<file path="config.mk">
export PLATFORM = sky130hd
export DESIGN_NAME = mdrop_rx
export DESIGN_NICKNAME = d
export VERILOG_FILES = /design/src/rtl/mdrop_pkg.sv /design/src/rtl/mdrop_sync.sv /design/src/rtl/mdrop_framer.sv /design/src/rtl/mdrop_wake.sv /design/src/rtl/mdrop_rx.sv
export SDC_FILE = /design/constraint.sdc
export NUM_CORES = 1
export LEC_CHECK = 0
export BUFFER_PORTS_ARGS = -buffer_cell sky130_fd_sc_hd__buf_2
export CAP_MARGIN = 20
export CORE_ASPECT_RATIO = 0.7
export CORE_UTILIZATION = 30
export CTS_BUF_LIST = sky130_fd_sc_hd__clkbuf_4
export DETAILED_ROUTE_END_ITERATION = 10
export GPL_ROUTABILITY_DRIVEN = 0
export SYNTH_ARGS = -nofsm -noshare
export SYNTH_HDL_FRONTEND = slang
export SYNTH_SLANG_ARGS = --single-unit
</file>
<file path="constraint.sdc">
create_clock -name clk_i -period 3.8 [get_ports clk_i]
set_input_delay 0.76 -clock clk_i [delete_from_list [all_inputs] [get_ports clk_i]]
set_output_delay 0.76 -clock clk_i [all_outputs]
set_load 0.03 [all_outputs]
</file>
<file path="src/rtl/mdrop_pkg.sv">
package mdrop_pkg;
  typedef enum logic [2:0] {
    ST_IDLE  = 3'd0,
    ST_START = 3'd1,
    ST_BITS  = 3'd2,
    ST_STOP  = 3'd3,
    ST_WAITH = 3'd4
  } rx_state_e;

  function automatic logic maj3(input logic [2:0] s);
    return (s[0] & s[1]) | (s[0] & s[2]) | (s[1] & s[2]);
  endfunction
endpackage

</file>
<file path="src/rtl/mdrop_sync.sv">
module mdrop_sync #(
  parameter int STAGES = 2
) (
  input  logic clk_i,
  input  logic rst_ni,
  input  logic d_i,
  output logic q_o
);
  logic [STAGES-1:0] chain_q;

  for (genvar g = 0; g < STAGES; g++) begin : g_stage
    if (g == 0) begin : g_first
      always_ff @(posedge clk_i or negedge rst_ni)
        if (!rst_ni) chain_q[g] <= 1'b1;
        else         chain_q[g] <= d_i;
    end else begin : g_next
      always_ff @(posedge clk_i or negedge rst_ni)
        if (!rst_ni) chain_q[g] <= 1'b1;
        else         chain_q[g] <= chain_q[g-1];
    end
  end

  assign q_o = chain_q[STAGES-1];
endmodule

</file>
<file path="src/rtl/mdrop_framer.sv">
module mdrop_framer
  import mdrop_pkg::*;
#(
  parameter int DATA_W = 8,
  parameter int OVS    = 16
) (
  input  logic              clk_i,
  input  logic              rst_ni,
  input  logic              tick_i,
  input  logic              rx_i,
  output logic              word_valid_o,
  output logic [DATA_W-1:0] word_o,
  output logic              is_addr_o,
  output logic              frame_err_o
);
  localparam int CNT_W  = $clog2(OVS);
  localparam int SHR_W  = DATA_W + 1;
  localparam int IDX_W  = $clog2(SHR_W + 1);
  localparam logic [CNT_W-1:0] SMP_LO = CNT_W'(OVS/2 - 1);
  localparam logic [CNT_W-1:0] SMP_HI = CNT_W'(OVS/2 + 1);
  localparam logic [CNT_W-1:0] CNT_END = CNT_W'(OVS - 1);
  localparam logic [IDX_W-1:0] IDX_LAST = IDX_W'(SHR_W - 1);

  rx_state_e        state_q;
  logic [CNT_W-1:0] tcnt_q;
  logic [IDX_W-1:0] bidx_q;
  logic [2:0]       samp_q;
  logic [SHR_W-1:0] shr_q;
  logic             wv_q, ferr_q;

  logic [2:0] samp_n;
  logic       in_win, bit_val;

  assign in_win  = (tcnt_q >= SMP_LO) && (tcnt_q <= SMP_HI);
  assign samp_n  = in_win ? {samp_q[1:0], rx_i} : samp_q;
  assign bit_val = maj3(samp_n);

  always_ff @(posedge clk_i or negedge rst_ni) begin
    if (!rst_ni) begin
      state_q <= ST_IDLE;
      tcnt_q  <= '0;
      bidx_q  <= '0;
      samp_q  <= '0;
      shr_q   <= '0;
      wv_q    <= 1'b0;
      ferr_q  <= 1'b0;
    end else begin
      wv_q   <= 1'b0;
      ferr_q <= 1'b0;
      if (tick_i) begin
        unique case (state_q)
          ST_IDLE: begin
            if (!rx_i) begin
              state_q <= ST_START;
              tcnt_q  <= CNT_W'(1);
            end
          end
          ST_WAITH: begin
            if (rx_i) state_q <= ST_IDLE;
          end
          default: begin
            samp_q <= samp_n;
            tcnt_q <= tcnt_q + 1'b1;
            if (tcnt_q == CNT_END) begin
              unique case (state_q)
                ST_START: begin
                  if (bit_val) state_q <= ST_IDLE;  // glitch, not a start bit
                  else begin
                    state_q <= ST_BITS;
                    bidx_q  <= '0;
                  end
                end
                ST_BITS: begin
                  shr_q <= {bit_val, shr_q[SHR_W-1:1]};
                  if (bidx_q == IDX_LAST) state_q <= ST_STOP;
                  else                    bidx_q  <= bidx_q + 1'b1;
                end
                ST_STOP: begin
                  if (bit_val) begin
                    wv_q    <= 1'b1;
                    state_q <= ST_IDLE;
                  end else begin
                    ferr_q  <= 1'b1;
                    state_q <= ST_WAITH;
                  end
                end
                default: state_q <= ST_IDLE;
              endcase
            end
          end
        endcase
      end
    end
  end

  assign word_valid_o = wv_q;
  assign word_o       = shr_q[DATA_W-1:0];
  assign is_addr_o    = shr_q[DATA_W];
  assign frame_err_o  = ferr_q;

  p_valid_err_excl_r5: assert property (@(posedge clk_i) disable iff (!rst_ni)
    !(wv_q && ferr_q));
  p_err_waits_high_r5: assert property (@(posedge clk_i) disable iff (!rst_ni)
    ferr_q |-> state_q == ST_WAITH);
  p_bidx_range_r4: assert property (@(posedge clk_i) disable iff (!rst_ni)
    bidx_q <= IDX_LAST);
  p_valid_from_stop_r4: assert property (@(posedge clk_i) disable iff (!rst_ni)
    $rose(wv_q) |-> $past(state_q) == ST_STOP);
endmodule

</file>
<file path="src/rtl/mdrop_wake.sv">
module mdrop_wake #(
  parameter int DATA_W = 8
) (
  input  logic              clk_i,
  input  logic              rst_ni,
  input  logic              word_valid_i,
  input  logic [DATA_W-1:0] word_i,
  input  logic              is_addr_i,
  input  logic [DATA_W-1:0] own_addr_i,
  output logic [DATA_W-1:0] data_o,
  output logic              data_valid_o,
  output logic              addr_match_o
);
  logic              awake_q;
  logic [DATA_W-1:0] data_q;
  logic              dv_q, am_q;
  logic              hit;

  assign hit = (word_i == own_addr_i);

  always_ff @(posedge clk_i or negedge rst_ni) begin
    if (!rst_ni) begin
      awake_q <= 1'b0;  // asleep until addressed
      data_q  <= '0;
      dv_q    <= 1'b0;
      am_q    <= 1'b0;
    end else begin
      dv_q <= 1'b0;
      am_q <= 1'b0;
      if (word_valid_i) begin
        if (is_addr_i) begin
          awake_q <= hit;
          am_q    <= hit;
        end else if (awake_q) begin
          data_q <= word_i;
          dv_q   <= 1'b1;
        end
      end
    end
  end

  assign data_o       = data_q;
  assign data_valid_o = dv_q;
  assign addr_match_o = am_q;

  p_addr_excl_r6: assert property (@(posedge clk_i) disable iff (!rst_ni)
    !(dv_q && am_q));
  p_data_needs_awake_r8: assert property (@(posedge clk_i) disable iff (!rst_ni)
    dv_q |-> awake_q);
  p_match_wakes_r6: assert property (@(posedge clk_i) disable iff (!rst_ni)
    am_q |-> awake_q);
  p_dv_pulse_r10: assert property (@(posedge clk_i) disable iff (!rst_ni)
    dv_q |=> !dv_q);
  p_am_pulse_r10: assert property (@(posedge clk_i) disable iff (!rst_ni)
    am_q |=> !am_q);
endmodule

</file>
<file path="src/rtl/mdrop_rx.sv">
module mdrop_rx #(
  parameter int DATA_W      = 8,
  parameter int OVS         = 16,
  parameter int SYNC_STAGES = 2
) (
  input  logic              clk_i,
  input  logic              rst_ni,
  input  logic              tick_i,
  input  logic              rx_i,
  input  logic [DATA_W-1:0] own_addr_i,
  output logic [DATA_W-1:0] rx_data_o,
  output logic              data_valid_o,
  output logic              addr_match_o,
  output logic              frame_err_o
);
  logic              rx_s;
  logic              wv;
  logic [DATA_W-1:0] word;
  logic              is_addr;

  mdrop_sync #(.STAGES(SYNC_STAGES)) u_sync (
    .clk_i (clk_i),
    .rst_ni(rst_ni),
    .d_i   (rx_i),
    .q_o   (rx_s)
  );

  mdrop_framer #(.DATA_W(DATA_W), .OVS(OVS)) u_framer (
    .clk_i       (clk_i),
    .rst_ni      (rst_ni),
    .tick_i      (tick_i),
    .rx_i        (rx_s),
    .word_valid_o(wv),
    .word_o      (word),
    .is_addr_o   (is_addr),
    .frame_err_o (frame_err_o)
  );

  mdrop_wake #(.DATA_W(DATA_W)) u_wake (
    .clk_i       (clk_i),
    .rst_ni      (rst_ni),
    .word_valid_i(wv),
    .word_i      (word),
    .is_addr_i   (is_addr),
    .own_addr_i  (own_addr_i),
    .data_o      (rx_data_o),
    .data_valid_o(data_valid_o),
    .addr_match_o(addr_match_o)
  );

  p_ferr_pulse_r10: assert property (@(posedge clk_i) disable iff (!rst_ni)
    frame_err_o |=> !frame_err_o);
endmodule

</file>
## After elaboration in Yosys (flattened, before gate mapping)

Index checks and enable logic that the tools add are counted.

- Register bits: 38
- Logic and storage cells: 78

- Add/sub/neg operators: 2
- Multiplexer cells: 29
- $lt $le $gt $ge: 2
- Reductions and logical operators: 12
- Bitwise operators: 8
- Equal/unequal tests: 12

Operators by type and width:

| operator | count |
|---|---|
| $mux 3 | 6 |
| $pmux 4 s2 | 2 |
| $mux 1 | 15 |
| $mux 4 | 3 |
| $pmux 3 s3 | 1 |
| $add 4x1->4 const B | 2 |
| $eq 4x4->1 const B | 2 |
| $eq 8x8->1 | 1 |
| $ne 2x2->1 const B | 4 |
| $eq 3x2->1 const B | 2 |
| $pmux 3 s2 | 1 |
| $reduce_and 3->1 | 2 |
| $reduce_and 6->1 | 1 |
| $reduce_and 5->1 | 1 |
| $ge 4x3->1 const B | 1 |
| $le 4x4->1 const B | 1 |
| $ne 4x1->1 const B | 1 |
| $reduce_and 2->1 | 2 |
| $reduce_and 4->1 | 1 |
| $and 1x1->1 | 3 |
| $eq 3x1->1 const B | 1 |
| $eq 3x3->1 const B | 1 |
| $logic_not 3->1 | 1 |
| $not 1->1 | 3 |
| other kinds (6) | 7 |

## Logic depth before layout (Yosys ltp)

Gate-level depths: netlist (run 1).

- Depth in word-level cells: 11
- Depth in mapped cells: 7
- Depth with buffers taken out: 7

## Cells and area by module

A second synthesis (run 1) with hierarchy kept.

- Cells, all modules: 175
- Area, all modules: 1860.5 µm²

Modules (own cells, without submodules):

| module | area an instance (µm²) | cells an instance | times used |
|---|---|---|---|
| mdrop_framer | 1322.5 | 121 | 1 |
| mdrop_wake | 485.5 | 52 | 1 |
| mdrop_sync | 52.6 | 2 | 1 |

## Worst setup path before layout (run 1)

OpenSTA, ideal clock, no wires.

- Kind: input to register
- From: in tick_i
- To: reg u_framer.shr_q[0]
- Data arrival time: 1557 ps
- Library setup time: 125 ps
- Slack: 2118 ps
- Stages on the path: 3
- Path through: o21ai_2 -> nor3_4 -> mux2_2

- Longest elaborated chain between the ends: 1

RTL lines:

| item | line | source |
|---|---|---|
| start, declared | mdrop_rx.sv:8 | `input logic tick_i,` |
| $reduce_and 4->1 (no source line) | n/a |  |
| end signal, assigned | mdrop_framer.sv:74 | `shr_q <= {bit_val, shr_q[SHR_W-1:1]};` |
| end, declared | mdrop_framer.sv:28 | `logic [SHR_W-1:0] shr_q;` |

Every way passes these cells.
A chain may end at the register's enable or synchronous reset.

## Worst setup path in the final report (run 1)

- From: reg u_framer.tcnt_q[0]
- To: reg u_framer.state_q[1]

- Longest elaborated chain between the ends: 10
- Elaborated cells on any way between the ends: 16
- Those cells by class: order compare (2); eq/ne (1); mux (5); bitwise (5); reduce/logical (3)

RTL lines:

| item | line | source |
|---|---|---|
| start, declared | mdrop_framer.sv:25 | `logic [CNT_W-1:0] tcnt_q;` |
| start signal, assigned | mdrop_framer.sv:63 | `tcnt_q <= tcnt_q + 1'b1;` |
| $ge 4x3->1 or $le 4x4->1 (tied branches) | mdrop_framer.sv:34 | `assign in_win = (tcnt_q >= SMP_LO) && (tcnt_q <= SMP_HI);` |
| $logic_and 1x1->1 | mdrop_framer.sv:34 |  |
| $mux 3 | mdrop_framer.sv:35 | `assign samp_n = in_win ? {samp_q[1:0], rx_i} : samp_q;` |
| $and 1x1->1 | mdrop_pkg.sv:11 | `return (s[0] & s[1]) \| (s[0] & s[2]) \| (s[1] & s[2]);` |
| $or 1x1->1 (2 in series) | mdrop_pkg.sv:11 |  |
| $mux 2 | mdrop_framer.sv:67 | `if (bit_val) state_q <= ST_IDLE;` |
| $pmux 3 s3 | mdrop_framer.sv:65 | `unique case (state_q)` |
| $mux 3 | mdrop_framer.sv:64 | `if (tcnt_q == CNT_END) begin` |
| $pmux 3 s2 | mdrop_framer.sv:51 | `unique case (state_q)` |
| end signal, assigned | mdrop_framer.sv:54 | `state_q <= ST_START;` |
| end signal, assigned | mdrop_framer.sv:67 |  |
| end signal, assigned | mdrop_framer.sv:69 | `state_q <= ST_BITS;` |
| end, declared | mdrop_framer.sv:24 | `rx_state_e state_q;` |

Parallel ways exist; a longest one is shown, timed or not. The select of a mux whose other input is x is not followed.

==> results of run 1 <==
## synth_stat cells, types with 2 or more instances
library cell  count
nor3b_2           2
a311oi_1          2
dfstp_2           2
nor2_1            8
nand3b_1          3
o21ai_0           7
dfrtp_1          36
mux2_2           13
o21ai_2           2
xnor2_1           7
nand2_1          39
nand4_1           4
nand3_1           3
xor2_1            2
ha_1              5
mux2i_1           4
a31oi_1           2
inv_1             9
o22ai_1           3
## metal layers
metal,up-vias,wire (µm),global-route usage (%)
li1,632,-,-
met1,575,1781,16.81
met2,14,1293,14.40
met3,5,127,3.653
met4,0,41,4.615
met5,-,0,0
## critical path, cell delays in order, from the launching register on
cell	delay, ns
dfrtp_1	0.45
inv_1	0.07
ha_1	0.20
o21ai_2	0.14
o21a_1	0.18
mux2i_1	0.41
nand2_1	0.13
a32o_1	0.25
## final timing paths
| check | start | to | slack (ns) | cells past startpoint |
|---|---|---|---|---|
| hold reg to reg | u_sync.chain_q[0] | u_sync.q_o | 0.36 | 0 |
| min in group asynchronous | rst_ni | u_wake.data_o[0] | 0.50 | 1 |
| hold / removal | u_sync.chain_q[0] | u_sync.q_o | 0.36 | 0 |
| max in group asynchronous | rst_ni | u_framer.tcnt_q[0] | 2.77 | 1 |
| setup / recovery | u_framer.tcnt_q[0] | u_framer.state_q[1] | 1.89 | 7 |
| setup reg to reg | u_framer.tcnt_q[0] | u_framer.state_q[1] | 1.89 | 7 |
## cell type report
type	instances	area, µm²	area share [%]
clock inverters	3	63.81	3.048
multi-input cells	119	797.0	38.08
repair buffers	22	110.1	5.260
clock buffers	5	37.54	1.793
well taps	75	93.84	4.483
flip-flops and latches	38	953.4	45.55
inverters	10	37.54	1.793
## sequential cells by signal, summed over array words and instances, names as in the netlist
register	cells
u_framer.bidx_q	4
u_framer.frame_err_o	1
u_framer.samp_q	3
u_framer.shr_q	9
u_framer.state_q	3
u_framer.tcnt_q	4
u_framer.word_valid_o	1
u_sync.chain_q	1
u_sync.q_o	1
u_wake.addr_match_o	1
u_wake.awake_q	1
u_wake.data_o	8
u_wake.data_valid_o	1
## power by group through the flow
stage               Sequential (mW)  Clock (mW)  Combinational, mW
floorplan                     0.554           0              0.272
global placement              0.578           0              0.332
detailed placement            0.576           0              0.339
CTS                           0.570       0.346              0.342
global route                  0.585       0.361              0.391
finish                        0.571       0.336              0.339
## metrics by stage
stage               utilization, %  hold slack (ns)  total power [mW]  setup slack [ns]
floorplan                        -           0.3452            0.8258             2.118
global placement             34.78           0.3460            0.9110             1.864
detailed placement           34.78           0.3472            0.9159             1.838
CTS                          36.55           0.3634             1.257             1.886
global route                 36.55           0.3693             1.337             1.686
finish                       36.55           0.3614             1.247             1.886
## cells by family (layout without fill, tap and decap cells)
| kind of cell | count (synthesis) | in the layout | synth area share [%] |
|---|---|---|---|
| flops | 38 | 38 | 53.32 |
| fa+ha+maj | 5 | 5 | 3.499 |
| mux | 17 | 17 | 10.43 |
| xor+xnor | 9 | 9 | 4.409 |
| buf+inv | 10 | 40 | 2.099 |
| simple gates | 65 | 65 | 17.50 |
| compound gates | 23 | 23 | 8.748 |
==> impl_results.md, run 1 <==
* Final setup violation count at 0
* Pint at 0.8295 mW
* Detailed Routing Iterations Pass 1 at 4
* Initial antenna violation count at 0
* Critical Path Source Type: register
* Hold Path Class: reg2reg
* Post-cts resize count at 0
* Final setup TNS at 0 ns
* Post-place instance area at 1992 µm²
* Synth Register Bits at 38
* Ratio of cells with drive above 1 in the final layout at 25.89%
* IO Pins at 23
* Final Cycle Share at 50.36%
* Worst-path clk slew at about 0.12 ns
* IO buf count at 22
* Ys Warns at 0
* Vias in the first global route at 1110
* Sw power at 0.4175 mW
* Number of synthesized flops with an enable pin at 0
* Clock skew at 0.01482 ns
* Yosys top cell area share at between 50% and 60%
* Pwr/cell area at 595.7 nW/µm²
* Peak supply drop at 0.0002078 V
* Largest net degree at the start of global routing at 39
* WL per Instance at around 12 µm
* Die width at 94.27 µm
* Setup CP Type: reg2reg
* Syn_area_per_cell at 10.71 µm²
* Root Driver: clkbuf_4
* Vias/cell at 4.507
* Most common cell after layout, fill and taps aside: nand2_1
* Max clock buf depth at 2
* Core area at between 5000 and 6000 µm²
* Synth area leaders: dfrtp_1 (50%), mux2_2 (8.2%), nand2_1 (8.2%)
* CTS tree: done
* Commonest cells after routing, fill and taps aside: nand2_1 (39), dfrtp_1 (36), buf_2 (22)
* Critical path endpoint category: register
* Fin. max-slew vios at 0
* Clock power frac at 27.0%
* Pleak at 1.035 nW
* CTS sink count at 38
* Crit path max fanout at 6
* Via count at between 1000 and 1500
* H-tree Lvls at 2
* Number of CTS-inserted buffers at 5
* Mapped Area at 1788 µm²
* GRT Util Overall at approximately 11%
* Syn_nets at 184
* Starting density of the core at 31.22%
* Register share of total power at 45.8%
* NumNets Final at 213
* RSZ-0062 raised after global routing: no
* Maxcap violations at 0
* Sequential fraction of the synthesis area at 53.32%
* Inserted Diodes at 0
* P&R area growth vs syn at 17.07%
* Outcome: completed
* Worst Tran Pin Value at 0.8269 ns
* Synth area leader: dfrtp_1
* Mapped Cells at 167
* Final hold violation count at 0
* Post-route ant nets at 0
* DRC at 0
* Ys flop type: dfrtp_1
* Async SR Flop Fraction at 100.0%
* Post-placement cell count at 264
* DRT iter0 DRCs at 63
* Gate power share at 27.2%
* Switching part of the total at 33.48%
* Fin area at 2093 µm²
* Slew headroom at between 40 and 50%
* Worst Path Arrival at 2.15 ns
* Post-CTS Hold Buffers at 0
* # rows at 23
* First-pass GRT wire length at between 5000 and 6000 µm
* # fillers at 563
* DP Wirelength at 2394 µm
* Global route total overflow at 0
* Final wirelength at approximately 3200 µm
* Worst EP required at 4.04 ns
* Clk_lat worst skew at 0.34 ns
* Setup Buffers After CTS at 0
* Unique masters post-synth at 33
* Non-filler cells, final at 272
* Min Tclk post-route at roughly 1.9 ns
* Die ar. at between 6000 and 7000 µm²
* Die Span Y at between 60 and 70 µm
* Peak Freq at 522.6 MHz
Power figures use the tool's default switching activity.
==> run 2: changes to the inputs <==
Clock period 3.8 ns to 1.8 ns, I/O delays scaled along.
==> impl_results.md, run 2 (synthesis results as in run 1) <==
* Critical R2R Launch: u_framer.tcnt_q[1]
* Post-placement cell count at 273 (+3.4%)
* First-pass GRT wire length at 5671 µm (+6.9%)
* Reg2Reg Setup Slack at 0.01 ns (-1.87 ns)
* IO Pins at 23 (unchanged)
* Inserted Diodes at 0 (unchanged)
* NumNets Final at 224 (+5.2%)
* Starting density of the core at 31.22% (unchanged)
* Outcome: completed
* Non-filler cells, final at 283 (+4.0%)
* Hold Path End: u_sync.chain_q[0]
* DP Wirelength at 2592 µm (+8.3%)
* Global route total overflow at 0 (unchanged)
* Top reg by flops: u_framer.shr_q
* Largest net degree at the start of global routing at 16 (-59%)
* Die Span Y at 66.59 µm (unchanged)
* Final wirelength at 3547 µm (+9.4%)
* Reg2Reg Capture Point: u_framer.bidx_q[3]
* Critical Path Source Type: register
* Min Tclk post-route at 1.787 ns (-0.1261 ns)
* Die ar. at 6277 µm² (unchanged)
* Final setup TNS at 0 ns (unchanged)
* DRC at 0 (unchanged)
* CTS sink count at 38 (unchanged)
* Die width at 94.27 µm (unchanged)
* Ratio of cells with drive above 1 in the final layout at 33.17% (+7.3 points)
* P&R area growth vs syn at 25.89%
* Worst hold start: rx_i
* GRT Util Overall at 12.16% (+0.91 points)
* RSZ-0062 raised after global routing: yes
* # rows at 23 (unchanged)
* Slew headroom at 71.25% (+26 points)
* DRT iter0 DRCs at 84 (+33%)
* R2R depth at 8 (+1)
* Detailed Routing Iterations Pass 1 at 4 (unchanged)
* Vias in the first global route at 1144 (+3.1%)
* Overall power at 2.888 mW (+130%)
* Crit path max fanout at 4 (-2)
* Hold Path Class: in2reg
* Fin. max-slew vios at 0 (unchanged)
* Clk_lat worst skew at 0.35 ns (about the same)
* Clock skew at 0.01659 ns (+0.001767 ns)
* Commonest cells after routing, fill and taps aside: nand2_1 (39), dfrtp_1 (35), buf_2 (22)
* H-tree Lvls at 2 (unchanged)
* Max clock buf depth at 2 (unchanged)
* Setup CP Type: reg2reg
* IO buf count at 22 (unchanged)
* Number of CTS-inserted buffers at 5 (unchanged)
* Vias/cell at 4.643 (+3.0%)
* Final hold slack at 0.1137 ns (-0.2476 ns)
* Worst EP required at 2.07 ns (-1.97 ns)
* Initial antenna violation count at 0 (unchanged)
* Final core occ at 39.31% (+2.8 points)
* Pwr/cell area at 1283 nW/µm² (+120%)
* Final Cycle Share at 99.30% (+49 points)
* Via count at 1314 (+7.2%)
* Max reg flops at 9 (unchanged)
* CTS tree: done
* Critical path endpoint category: register
* Post-route ant nets at 0 (unchanged)
* Peak supply drop at 0.0007553 V (+260%)
* Pleak at 1.095 nW (+5.8%)
* Core area at 5727 µm² (unchanged)
* Worst Tran Pin Value at 0.4273 ns (-0.3996 ns)
* Root Driver: clkbuf_4
* Worst Path Arrival at 2.06 ns (-0.09 ns)
* WL per Instance at 12.53 µm (+5.1%)
* Worst hold path stage count at 1 (+1)
* Peak Freq at 559.5 MHz (+7.1%)
* Maxcap violations at 0 (unchanged)
* Final setup violation count at 0 (unchanged)
* Final hold violation count at 0 (unchanged)
* Most common cell after layout, fill and taps aside: nand2_1
* Worst-path clk slew at 0.13 ns (about the same)
==> run 2: cell count changes in the layout (fill, tap and decap cells not counted), sizes merged <==
| cell | previous run | this run |
|---|---|---|
| buf | 22 | 32 |
| dlygate4sd3 | 0 | 1 |
==> run 2: stage by stage <==
| step | area [µm²] | setup slack, ns |
|---|---|---|
| floorplan | 1788 | 0.1358 |
| global placement | 2072 | 0.02379 |
| detailed placement | 2072 | 0.005104 |
| CTS | 2183 | 0.01165 |
| global route | 2251 | -0.09437 |
| finish | 2251 | 0.01260 |
==> run 2: cell type report <==
| type | instances | area [µm²] |
|---|---|---|
| clock inverter | 3 | 63.81 |
| fill | 560 | 3476 |
| inverter | 10 | 37.54 |
| timing repair buffer | 33 | 207.7 |
| multi-input combinational | 119 | 855.8 |
| tap | 75 | 93.84 |
| clock buffer | 5 | 37.54 |
| sequential | 38 | 954.7 |
==> run 2: how the worst max path moves through the flow <==
stage | from | end | slack [ns] | cells past startpoint
after floorplan | u_framer.tcnt_q[0] | u_framer.state_q[1] | 0.14 | 6
after global placement | u_framer.tcnt_q[1] | u_framer.state_q[1] | 0.02 | 7
after detailed placement | u_framer.tcnt_q[1] | u_framer.shr_q[8] | 0.005 | 7
after CTS | u_framer.tcnt_q[1] | u_framer.shr_q[8] | 0.01 | 7
after global routing | u_framer.tcnt_q[1] | u_framer.bidx_q[3] | -0.09 | 8
final | u_framer.tcnt_q[1] | u_framer.bidx_q[3] | 0.01 | 8
==> run 2: per-layer routing <==
layer | track usage [%] | routed length, µm
met1 | 18.91 | 1924
met2 | 15.22 | 1442
met3 | 3.425 | 129
met4 | 4.615 | 50
met5 | 0 | 0
==> run 2: report_power, final <==
| part | switching, mW | internal, mW |
|---|---|---|
| Sequential | 0.216 | 1.00 |
| Clock | 0.287 | 0.428 |
| Combinational | 0.487 | 0.465 |
| Total | 0.990 | 1.90 |
==> run 2: what timing repair did <==
| item | in CTS | in global routing |
|---|---|---|
| hold endpoints to repair | 13 | 0 |
| setup buffers | 0 | 1 |
| setup endpoints to repair | 1 | 9 |
| pin swaps | 1 | 4 |
| hold buffers | 1 | 0 |
| resized for setup | 0 | 12 |
==> run 2: critical path, cell delays in order, from the launching register on <==
cell and delay, ns:
dfrtp_1 0.43, inv_2 0.10, ha_2 0.20, o21ai_4 0.06, o21a_1 0.21, o211ai_1 0.27
buf_4 0.20, a311oi_2 0.10, o22ai_1 0.17
==> run 3: changes to the inputs <==
Settings changed: ABC_AREA set to 1, SYNTH_HIERARCHICAL set to 1.
==> impl_results.md, run 3 <==
* Root Driver: clkbuf_4
* Fin. max-slew vios at 0 (unchanged)
* Worst Path Arrival at 1.97 ns (-0.09 ns)
* Final hold violation count at 0 (unchanged)
* Final core occ at 36.50% (-2.8 points)
* Top reg by flops: u_framer/shr_q
* Max clock buf depth at 2 (unchanged)
* Overall power at 3.297 mW (+14%)
* Number of synthesized flops with an enable pin at 0 (unchanged)
* Pleak at 1.249 nW (+14%)
* Setup CP Type: reg2reg
* Ratio of cells with drive above 1 in the final layout at 31.01% (-2.2 points)
* First-pass GRT wire length at 6886 µm (+21%)
* Inserted Diodes at 0 (unchanged)
* Final Cycle Share at 93.70% (-5.6 points)
* Largest net degree at the start of global routing at 39 (+23)
* Most common cell in the synthesized netlist: nand2_1
* Die Span Y at 72.18 µm (+8.4%)
* Vias in the first global route at 1521 (+33%)
* CP cell instances: inv_2 -> ha_4 -> o21ai_4 -> nand2_4 -> nand2_4 -> nand2_4 -> nand2_4 -> nand2_2 -> nand2_4 -> nand3_4 -> nand2_4 -> nand2_1 -> nand2_1
* Critical path endpoint category: register
* WL per Instance at 10.43 µm (-17%)
* IO buf count at 22 (unchanged)
* Critical R2R Launch: u_framer/tcnt_q[0]
* Mapped Cells at 253 (+51%)
* CP top delay family: simple AND/OR/NAND/NOR gates
* Yosys top cell area share at 42.68% (-7.7 points)
* Syn_nets at 270 (+47%)
* Post-synth top cells: nand2_1 (64), dfrtp_1 (36), inv_1 (27)
* Detailed Routing Iterations Pass 1 at 4 (unchanged)
* Unique masters post-synth at 29 (-12%)
* Worst-path clk slew at 0.12 ns (about the same)
* CTS sink count at 38 (unchanged)
* DRT iter0 DRCs at 68 (-19%)
* Clk_lat worst skew at 0.35 ns (about the same)
* NumNets Final at 303 (+35%)
* P&R area growth vs syn at 17.37%
* Vias/cell at 4.341 (-6.5%)
* Via count at 1654 (+26%)
* Synth Register Bits at 38 (unchanged)
* Bufs and invs on worst path at 1 (-1)
* Maxcap violations at 0 (unchanged)
* Clock skew at 0.01432 ns (-0.002267 ns)
* # rows at 25 (+8.7%)
* Global route total overflow at 0 (unchanged)
* Most common cell after layout, fill and taps aside: nand2_1
* Core area at 6788 µm² (+19%)
* Crit path max fanout at 5 (+1)
* Async SR Flop Fraction at 100.0% (unchanged)
* H-tree Lvls at 2 (unchanged)
* DRC at 0 (unchanged)
* Max reg flops at 9 (unchanged)
* Initial antenna violation count at 0 (unchanged)
* Pwr/cell area at 1331 nW/µm² (+3.7%)
* Post-route ant nets at 0 (unchanged)
* Worst EP required at 2.09 ns (+0.02 ns)
* Cell mode on critical path: nand2_4
* Critical Path Source Type: register
* Post-CTS Hold Buffers at 0 (-1)
* Ys Warns at 6 (+6)
* Slowest CP cell: dfrtp_1
* Outcome: completed
* Hold Path Class: in2async
* Worst Tran Pin Value at 0.4722 ns (+0.04489 ns)
* Mapped Area at 2111 µm² (+18%)
* Crit-path max cell delay at 0.43 ns (about the same)
* Syn_area_per_cell at 8.343 µm² (-22%)
* Commonest cells after routing, fill and taps aside: nand2_1 (64), dfrtp_1 (36), inv_1 (25)
* Final wirelength at 3972 µm (+12%)
* Starting density of the core at 31.10% (-0.12 points)
* Peak supply drop at 0.0003614 V (-52%)
* Slew headroom at 68.52% (-2.7 points)
* Synth area leader: dfrtp_1
* Die ar. at 7381 µm² (+18%)
* Final setup violation count at 0 (unchanged)
* Die width at 102.3 µm (+8.5%)
* CTS tree: done
* IO Pins at 23 (unchanged)
* Synth area leaders: dfrtp_1 (43%), nand2_1 (11%), inv_1 (4.8%)
* Min Tclk post-route at 1.687 ns (-0.1008 ns)
* Ys flop type: dfrtp_1
* Number of CTS-inserted buffers at 5 (unchanged)
* Sequential fraction of the synthesis area at 45.17% (-8.2 points)
* GRT Util Overall at 12.15% (-0.016 points)
* Peak Freq at 592.9 MHz (+6.0%)
* Worst Setup SP: u_framer/tcnt_q[0]
* DP Wirelength at 2995 µm (+16%)
## run 3: routing by layer
metal	up-vias	global-route usage, %	wire length [µm]
met4	0	4.286	41
met1	770	18.03	2174
met2	22	17.08	1641
met5	-	0	0
li1	857	-	-
met3	5	2.890	115
## run 3: area by class of cell
cell class                      instances  area (µm²)
Tap cell                               94       117.6
Clock inverter                          3       40.04
Fill cell                             711        4310
Multi-Input combinational cell        176        1035
Clock buffer                            5       37.54
Timing Repair Buffer                   28       155.1
Inverter                               37       138.9
Sequential cell                        38       953.4
## run 3: cell families (layout without fill, tap and decap cells)
| kind of cell | count (synthesis) | after routing | share of synthesized area (%) |
|---|---|---|---|
| AOI/OAI and AO/OA | 31 | 31 | 9.425 |
| xor gates and xnor gates | 7 | 7 | 2.905 |
| adders and majority gates | 5 | 5 | 2.964 |
| buffers and inverters | 39 | 73 | 7.469 |
| DFF | 38 | 38 | 45.17 |
| and+or+nand+nor | 133 | 133 | 32.07 |
## run 3: what timing repair did
action / CTS / global route
setup buffers: 0 / 4
setup endpoints to repair: 0 / 6
gates resized for setup: 0 / 8
## run 3: worst register-to-register path, cell delays in order (launching register included)
cell	delay, ns
dfrtp_1	0.43
inv_2	0.08
ha_4	0.17
o21ai_4	0.16
nand2_4	0.09
nand2_4	0.10
nand2_4	0.07
nand2_4	0.08
nand2_2	0.07
nand2_4	0.07
nand3_4	0.11
nand2_4	0.10
nand2_1	0.06
nand2_1	0.05
## run 3: final timing paths
kind,to,slack [ns],cells after the start
hold reg to reg,u_sync/q_o,0.36,0
setup / recovery,u_framer/bidx_q[3],0.11,13
min in group clk_i,u_sync/chain_q[0],0.11,1
setup reg to reg,u_framer/bidx_q[3],0.11,13
max in group asynchronous,u_sync/q_o,1.39,2
hold / removal,u_wake/data_o[7],0.03,2
## run 3: where the power goes
group	internal (mW)	switching [mW]
logic	0.558	0.923
registers	1.04	0.203
clock network	0.288	0.282
## run 3: per-stage QoR
| step | std cells | hold WS (ns) | setup WS [ns] | instance area, µm² | setup TNS (ns) |
|---|---|---|---|---|---|
| finish | 381 | 0.02783 | 0.1134 | 2477 | 0 |
| global route | 381 | 0.05287 | -0.01698 | 2477 | -0.04888 |
| CTS | 377 | 0.05256 | 0.07346 | 2412 | 0 |
| detailed placement | 369 | 0.3473 | 0.1076 | 2335 | 0 |
| global placement | 369 | 0.3457 | 0.1892 | 2335 | 0 |
| floorplan | 253 | 0.06441 | 0.2466 | 2111 | 0 |
